<file path="src/rtl/adc_seq_pkg.sv">
// Shared constants and types for the conversion sequencer.
// Field positions of the mode word are fixed; widths derive from them.
package adc_seq_pkg;

    localparam int MODE_W    = 32;
    localparam int PRE_LSB   = 8;
    localparam int PRE_W     = 6;
    localparam int SU_LSB    = 16;
    localparam int SU_W      = 5;
    localparam int SH_LSB    = 24;
    localparam int SH_W      = 4;
    localparam int WARM_MULT = 8;

    localparam logic [MODE_W-1:0] MODE_MASK =
        ((((MODE_W)'(1) << PRE_W) - 1) << PRE_LSB) |
        ((((MODE_W)'(1) << SU_W)  - 1) << SU_LSB)  |
        ((((MODE_W)'(1) << SH_W)  - 1) << SH_LSB);

    typedef enum logic [1:0] {
        SEQ_WARM   = 2'd0,
        SEQ_IDLE   = 2'd1,
        SEQ_SAMPLE = 2'd2,
        SEQ_CONV   = 2'd3
    } seq_state_t;

    typedef struct packed {
        logic [SH_W-1:0]  hold;
        logic [SU_W-1:0]  warm;
        logic [PRE_W-1:0] pre;
    } mode_fields_t;

    // Pull the three timing fields out of the mode word.
    function automatic mode_fields_t split_mode(input logic [MODE_W-1:0] w);
        mode_fields_t f;
        f.pre  = w[PRE_LSB +: PRE_W];
        f.warm = w[SU_LSB  +: SU_W];
        f.hold = w[SH_LSB  +: SH_W];
        return f;
    endfunction

endpackage

</file>
<file path="src/rtl/adc_tick_div.sv">
// Conversion-clock generator.
// Emits a one-cycle tick every 2*(pre+1) master cycles.
// Assumes: clr restarts the count, so the first tick after clr comes
// exactly 2*(pre+1) cycles later. If pre shrinks mid-count, the counter
// wraps instead of hanging.
module adc_tick_div #(
    parameter int PRE_BITS = 6,
    localparam int CNT_W   = PRE_BITS + 1
) (
    input  logic                clk,
    input  logic                rst_n,
    input  logic                clr,
    input  logic [PRE_BITS-1:0] prescal,
    output logic                tick
);

    logic [CNT_W-1:0] cnt;
    logic [CNT_W-1:0] lim;

    assign lim  = {prescal, 1'b1};
    assign tick = (cnt == lim);

    // Count master cycles within one conversion-clock period.
    always_ff @(posedge clk) begin
        if (!rst_n || clr) begin
            cnt <= '0;
        end else if (cnt >= lim) begin
            cnt <= '0;
        end else begin
            cnt <= cnt + 1'b1;
        end
    end

endmodule

</file>
<file path="src/rtl/adc_trig_detect.sv">
// Hardware trigger front end.
// Each input passes through two synchroniser flops and one history flop,
// and a rising edge gives a one-cycle pulse. The edge of the source
// picked by sel is forwarded; an out-of-range sel forwards nothing.
// Assumes: trigger inputs are asynchronous and stay stable for at least
// two master cycles.
module adc_trig_detect #(
    parameter int NUM_SRC = 2,
    parameter int SEL_W   = 1
) (
    input  logic               clk,
    input  logic               rst_n,
    input  logic               clr,
    input  logic [NUM_SRC-1:0] trig_in,
    input  logic [SEL_W-1:0]   sel,
    output logic               rise
);

    logic [NUM_SRC-1:0] rise_vec;

    for (genvar g = 0; g < NUM_SRC; g++) begin : g_src
        logic [2:0] pipe;

        // Synchronise one trigger input and keep one cycle of history.
        always_ff @(posedge clk) begin
            if (!rst_n || clr) begin
                pipe <= '0;
            end else begin
                pipe <= {pipe[1:0], trig_in[g]};
            end
        end

        assign rise_vec[g] = pipe[1] & ~pipe[2];
    end

    // Forward the edge of the selected source only.
    always_comb begin
        rise = 1'b0;
        for (int i = 0; i < NUM_SRC; i++) begin
            if (sel == SEL_W'(i)) begin
                rise = rise_vec[i];
            end
        end
    end

endmodule

</file>
<file path="src/rtl/adc_seq_fsm.sv">
// Conversion sequencer state machine.
// WARM waits (warm+1)*8 ticks, IDLE waits for a start, SAMPLE holds for
// (hold+1) ticks, and CONV raises the request until the converter answers.
// Assumes: tick comes from a divider that restarts on div_clr. Every
// state change asserts div_clr, so each timed phase begins on a fresh
// conversion-clock period.
module adc_seq_fsm
    import adc_seq_pkg::*;
#(
    parameter int SU_BITS = 5,
    parameter int SH_BITS = 4,
    localparam int PH_W   = SU_BITS + $clog2(WARM_MULT) + 1
) (
    input  logic               clk,
    input  logic               rst_n,
    input  logic               soft_rst,
    input  logic               tick,
    input  logic [SU_BITS-1:0] warm_cnt,
    input  logic [SH_BITS-1:0] hold_cnt,
    input  logic               start_req,
    input  logic               ana_done,
    output logic               div_clr,
    output logic               ana_req,
    output logic               conv_done
);

    seq_state_t      state;
    seq_state_t      nxt;
    logic [PH_W-1:0] ph_cnt;
    logic [PH_W-1:0] warm_ticks;
    logic [PH_W-1:0] hold_ticks;
    logic            warm_last;
    logic            hold_last;

    assign warm_ticks = (PH_W'(warm_cnt) + 1'b1) * PH_W'(WARM_MULT);
    assign hold_ticks = PH_W'(hold_cnt) + 1'b1;
    assign warm_last  = tick && (ph_cnt >= warm_ticks - 1'b1);
    assign hold_last  = tick && (ph_cnt >= hold_ticks - 1'b1);

    // Choose the next phase from the current one and its exit condition.
    always_comb begin
        nxt = state;
        case (state)
            SEQ_WARM:   if (warm_last) nxt = SEQ_IDLE;
            SEQ_IDLE:   if (start_req) nxt = SEQ_SAMPLE;
            SEQ_SAMPLE: if (hold_last) nxt = SEQ_CONV;
            SEQ_CONV:   if (ana_done)  nxt = SEQ_IDLE;
            default:    nxt = SEQ_WARM;
        endcase
    end

    // Hold the phase; either reset sends it back to warm-up.
    always_ff @(posedge clk) begin
        if (!rst_n || soft_rst) begin
            state <= SEQ_WARM;
        end else begin
            state <= nxt;
        end
    end

    // Count conversion-clock ticks spent in the current phase.
    always_ff @(posedge clk) begin
        if (!rst_n || soft_rst || (nxt != state)) begin
            ph_cnt <= '0;
        end else if (tick) begin
            ph_cnt <= ph_cnt + 1'b1;
        end
    end

    assign div_clr   = soft_rst || (nxt != state);
    assign ana_req   = (state == SEQ_CONV);
    assign conv_done = (state == SEQ_CONV) && ana_done && !soft_rst;

endmodule

</file>
<file path="src/rtl/adc_result_reg.sv">
// Result register with data-ready and overrun flags.
// A completion stores the data and raises data_ready; a read clears both
// flags; a completion on top of unread data raises overrun.
// Assumes: conv_done and rd are single-cycle strobes.
module adc_result_reg #(
    parameter int DATA_W = 10
) (
    input  logic              clk,
    input  logic              rst_n,
    input  logic              soft_rst,
    input  logic              conv_done,
    input  logic [DATA_W-1:0] conv_data,
    input  logic              rd,
    output logic [DATA_W-1:0] result,
    output logic              data_ready,
    output logic              overrun
);

    // Capture the converter output on completion.
    always_ff @(posedge clk) begin
        if (!rst_n || soft_rst) begin
            result <= '0;
        end else if (conv_done) begin
            result <= conv_data;
        end
    end

    // Track unread data and lost results.
    always_ff @(posedge clk) begin
        if (!rst_n || soft_rst) begin
            data_ready <= 1'b0;
            overrun    <= 1'b0;
        end else if (conv_done) begin
            data_ready <= 1'b1;
            overrun    <= (overrun | data_ready) & ~rd;
        end else if (rd) begin
            data_ready <= 1'b0;
            overrun    <= 1'b0;
        end
    end

endmodule

</file>
<file path="src/rtl/adc_conv_seq.sv">
// Top level of the triggered conversion sequencer.
// Splits the mode word, picks the start source, and connects the
// divider, trigger front end, state machine and result register.
// Assumes: mode_word only changes while no warm-up or sample phase is
// running; sw_start, sw_reset and result_rd are single-cycle pulses.
module adc_conv_seq
    import adc_seq_pkg::*;
#(
    parameter int DATA_W   = 10,
    parameter int NUM_TRIG = 2,
    localparam int SEL_W   = (NUM_TRIG > 1) ? $clog2(NUM_TRIG) : 1
) (
    input  logic                clk,
    input  logic                rst_n,
    input  logic [MODE_W-1:0]   mode_word,
    input  logic                hw_trig_en,
    input  logic [SEL_W-1:0]    trig_sel,
    input  logic [NUM_TRIG-1:0] trig_in,
    input  logic                sw_start,
    input  logic                sw_reset,
    output logic                ana_req,
    input  logic                ana_done,
    input  logic [DATA_W-1:0]   ana_data,
    input  logic                result_rd,
    output logic [DATA_W-1:0]   result,
    output logic                data_ready,
    output logic                overrun
);

    mode_fields_t fields;
    logic         mode_unused;
    logic         tick;
    logic         div_clr;
    logic         trig_rise;
    logic         start_req;
    logic         conv_done;

    assign fields      = split_mode(mode_word);
    assign mode_unused = ^(mode_word & ~MODE_MASK);
    assign start_req   = hw_trig_en ? trig_rise : sw_start;

    adc_tick_div #(
        .PRE_BITS (PRE_W)
    ) u_div (
        .clk     (clk),
        .rst_n   (rst_n),
        .clr     (div_clr),
        .prescal (fields.pre),
        .tick    (tick)
    );

    adc_trig_detect #(
        .NUM_SRC (NUM_TRIG),
        .SEL_W   (SEL_W)
    ) u_trig (
        .clk     (clk),
        .rst_n   (rst_n),
        .clr     (sw_reset),
        .trig_in (trig_in),
        .sel     (trig_sel),
        .rise    (trig_rise)
    );

    adc_seq_fsm #(
        .SU_BITS (SU_W),
        .SH_BITS (SH_W)
    ) u_fsm (
        .clk       (clk),
        .rst_n     (rst_n),
        .soft_rst  (sw_reset),
        .tick      (tick),
        .warm_cnt  (fields.warm),
        .hold_cnt  (fields.hold),
        .start_req (start_req),
        .ana_done  (ana_done),
        .div_clr   (div_clr),
        .ana_req   (ana_req),
        .conv_done (conv_done)
    );

    adc_result_reg #(
        .DATA_W (DATA_W)
    ) u_res (
        .clk        (clk),
        .rst_n      (rst_n),
        .soft_rst   (sw_reset),
        .conv_done  (conv_done),
        .conv_data  (ana_data),
        .rd         (result_rd),
        .result     (result),
        .data_ready (data_ready),
        .overrun    (overrun)
    );

endmodule

</file>
<file path="config.mk">
export PLATFORM = sky130hd
export DESIGN_NAME = adc_conv_seq
export DESIGN_NICKNAME = d
export VERILOG_FILES = /design/src/rtl/adc_seq_pkg.sv /design/src/rtl/adc_tick_div.sv /design/src/rtl/adc_trig_detect.sv /design/src/rtl/adc_seq_fsm.sv /design/src/rtl/adc_result_reg.sv /design/src/rtl/adc_conv_seq.sv
export SDC_FILE = /design/constraint.sdc
export NUM_CORES = 1
export LEC_CHECK = 0
export ABC_CLOCK_PERIOD_IN_PS = 2300
export BUFFER_PORTS_ARGS = -buffer_cell sky130_fd_sc_hd__buf_2
export CELL_PAD_IN_SITES_DETAIL_PLACEMENT = 1
export CELL_PAD_IN_SITES_GLOBAL_PLACEMENT = 1
export CORE_ASPECT_RATIO = 1.75
export CORE_MARGIN = 3
export CORE_UTILIZATION = 32
export DETAILED_ROUTE_END_ITERATION = 10
export PLACE_DENSITY = 0.69
export SYNTH_ARGS = -nofsm -noshare
export SYNTH_HDL_FRONTEND = slang
export SYNTH_SLANG_ARGS = --single-unit
export TNS_END_PERCENT = 30
</file>
<file path="constraint.sdc">
create_clock -name clk -period 2.3 [get_ports clk]
set_input_delay 0.23 -clock clk [delete_from_list [all_inputs] [get_ports clk]]
set_output_delay 0.23 -clock clk [all_outputs]
set_load 0.005 [all_outputs]
</file>
==> results.yml <==
logic_synthesis:
  synth-seq-cells: 36
  syn_area_um2: 2240
  synthFlopType: "dfxtp_1"
  async_reset_ff_share_pct: 0
  synth_edf_count: 0
  yosys_warnings: 0
  seq_area_frac_synth_pct: 32.1
  ys_types: 47
  synth_cells: 263
  syn_area_per_cell_um2: 8.53
  syn_nets: 342
setup_path:
  end_kind: "register"
  crit_slowest_cell: "or3b_4"
  cp-start-kind: "input pin"
  crit_chain: "buf_4 -> ha_4 -> o21bai_1 -> or3b_1 -> ha_1 -> nand4_1 -> or3b_4 -> a21oi_4 -> and4b_1"
  cp_max_fo: 5
  critPathArrivalTime_ns: 2.42
  required_ns: 2.47
  setup.worst_path.class: "in -> reg"
  crit_path_max_incr_delay_ns: 0.43
sta:
  setup_violations: 0
  max_freq_ghz: 0.445
  worst_pin_slew_ns: 0.550
  fin_skew_ns: 0.00338
  slew_violations: 0
  relSlewSlack_pct: 63.0
  fin_crit_ns: 2.25
  hold_viol: 0
  setup_ws_ns: 0.0530
  rsz0062_at_grt: "true"
  finalCritPeriodShare_pct: 97.7
route:
  dr_total_vias: 2135
  firstDrtPassIters: 4
  routed_wl_um: 6060
  vias_per_cell: 5.08
  ant_nets: 0
  drtIter0Drc: 39
  drc_errors: 0
  wl_per_cell_um: 14.4
final_layout:
  fin_nets: 416
  n_fill_cell: 803
  n_antenna_cell: 0
  area_delta_synth_final_pct: 36.4
  instances_no_fill: 420
  drive_gt1_share_pct: 32.2
  fin_area_um2: 3060
  final_core_util_pct: 45.8
clock_tree:
  cts_made_buffers: 5
  cts.sinks: 36
  path_clk_slew_ns: 0.06
  cts_max_path_buffers: 2
  cts_tree: "done"
  htreeDepth: 2
  root_buffer: "clkbuf_16"
  clk_latency_ns: 0.27
place:
  place_area_um2: 2750
  hpwlAfterDp_um: 4740
  portBuffers: 47
  place_ws_ns: -0.435
  dp.cells: 405
  gp_congestion: 0.787
floorplanning:
  num_rows: 39
  die_w_um: 69.3
  coreArea_um2: 6690
  io_pins: 65
  dieArea_um2: 8090
  die_y_um: 117
  initial_core_util_pct: 33.5
job:
  maxCapViolCount: 0
pwr:
  powerDensity_nw_per_um2: 537
  irDropWorstVdd_mv: 0.504
  power_mw: 1.64
  power.leakage_nw: 1.37
global_route:
  grt_use_total_pct: 16.0
  grt_max_degree: 13
  grt_pass1_wl_um: 10600
  antenna_found_initial: 0
  gr-total-overflow: 0
  grt_pass1_vias: 2280
run_status:
  status: "completed"
min_path:
  hold_class: "in -> reg"
## power breakdown
| group | leakage [nW] | internal [mW] | switching, mW |
|---|---|---|---|
| Clock | 0.0901 | 0.571 | 0.258 |
| Combinational | 0.985 | 0.0941 | 0.0881 |
| Sequential | 0.291 | 0.628 | 0.00358 |
| Total | 1.37 | 1.29 | 0.350 |
## state kept, by name, summed over array words and instances, names as in the netlist
register	flops
u_div.cnt	7
u_fsm.ph_cnt	9
u_fsm.state	2
u_res.data_ready	1
u_res.overrun	1
u_res.result	10
u_trig.g_src.pipe	6
## worst max-delay path, delay by kind of cell
family / cells / cell delay [ns]
AO/OA/AOI/OAI: 2 / 0.35
buffers and inverters: 1 / 0.14
adder cells (fa/ha/maj): 2 / 0.53
AND/OR/NAND/NOR: 4 / 1.17
## per-stage QoR
stage | hold WS, ns | setup TNS, ns
6_report | 0.138 | 0
3_3_place_gp | 0.408 | -2.51
3_5_place_dp | 0.416 | -3.22
2_1_floorplan | 0.309 | -0.201
4_1_cts | 0.134 | 0
5_1_grt | 0.143 | -1.06
## layout make-up
type	count	area [um2]	share of cell area, %
multi-input combinational	202	1530	49.9
sequential	36	721	23.6
timing repair buffer	74	459	15.0
clock buffer	7	153	4.99
tap	82	103	3.35
inverter	18	67.6	2.21
clock inverter	1	30.0	0.982
## metal layers
layer | GRT usage [%] | vias up | routed length, um
met3 | 1.72 | 4 | 167
met1 | 17.0 | 1024 | 2330
met5 | 0 | - | 0
met2 | 31.9 | 37 | 3490
li1 | - | 1070 | -
met4 | 5.61 | 0 | 70
## synth_stat cells (2+ instances only)
library cell | number | area share [%]
a21o_1 | 3 | 1.0
a21oi_1 | 20 | 4.5
a31oi_1 | 3 | 0.84
and2_1 | 7 | 2.0
and3_1 | 2 | 0.56
and4b_1 | 3 | 1.3
buf_2 | 2 | 0.45
clkbuf_1 | 5 | 0.84
dfxtp_1 | 36 | 32
ha_1 | 27 | 15
inv_1 | 16 | 2.7
nand2_1 | 30 | 5.0
nand2b_1 | 3 | 0.84
nand3_1 | 15 | 3.3
nand4_1 | 3 | 0.84
nor2_1 | 21 | 3.5
nor2b_1 | 2 | 0.56
nor3_1 | 8 | 1.8
nor4_1 | 6 | 1.7
o21ai_1 | 3 | 0.67
or3b_1 | 4 | 1.6
xnor2_1 | 9 | 3.5
xor2_1 | 11 | 4.3
## worst paths after layout
kind,slack (ns),to,depth (start not counted),start
max,0.05,u_fsm.ph_cnt[7],9,mode_word[24]
min,0.14,u_res.overrun,2,result_rd
max reg2reg,0.26,u_fsm.ph_cnt[7],6,u_div.cnt[5]
min reg2reg,0.43,u_trig.g_src[0].pipe[1],1,u_trig.g_src[0].pipe[0]
## layout by cell type, fill, tap and decap left out, drive strengths merged, types with 9 or more instances in the layout
| cell | count |
|---|---|
| inv | 17 |
| xnor2 | 9 |
| ha | 27 |
| nor3 | 9 |
| nand3 | 16 |
| dfxtp | 36 |
| buf | 74 |
| a21oi | 21 |
| xor2 | 11 |
| nand2 | 30 |
| nor2 | 21 |
## repair_timing
| item | 4_1_cts | 5_1_grt |
|---|---|---|
| pin swaps | 3 | 3 |
| gates resized for setup | 7 | 13 |
| endpoints found under the setup margin | 9 | 10 |
| hold buffers | 0 | 0 |
| setup buffers | 4 | 2 |
| cloned | 1 | 0 |
## logic make-up (layout without fill, tap and decap cells)
kind of cell    after synthesis  after routing  share of synthesized area [%]
fa+ha+maj                    27             27                           15.1
mux                           1              1                          0.502
simple gates                112            112                           26.8
xor+xnor                     20             20                           7.81
flops                        36             36                           32.1
compound gates               42             42                           13.4
buf+inv                      25            100                           4.30
No activity file was read; power rests on OpenSTA's default activity.
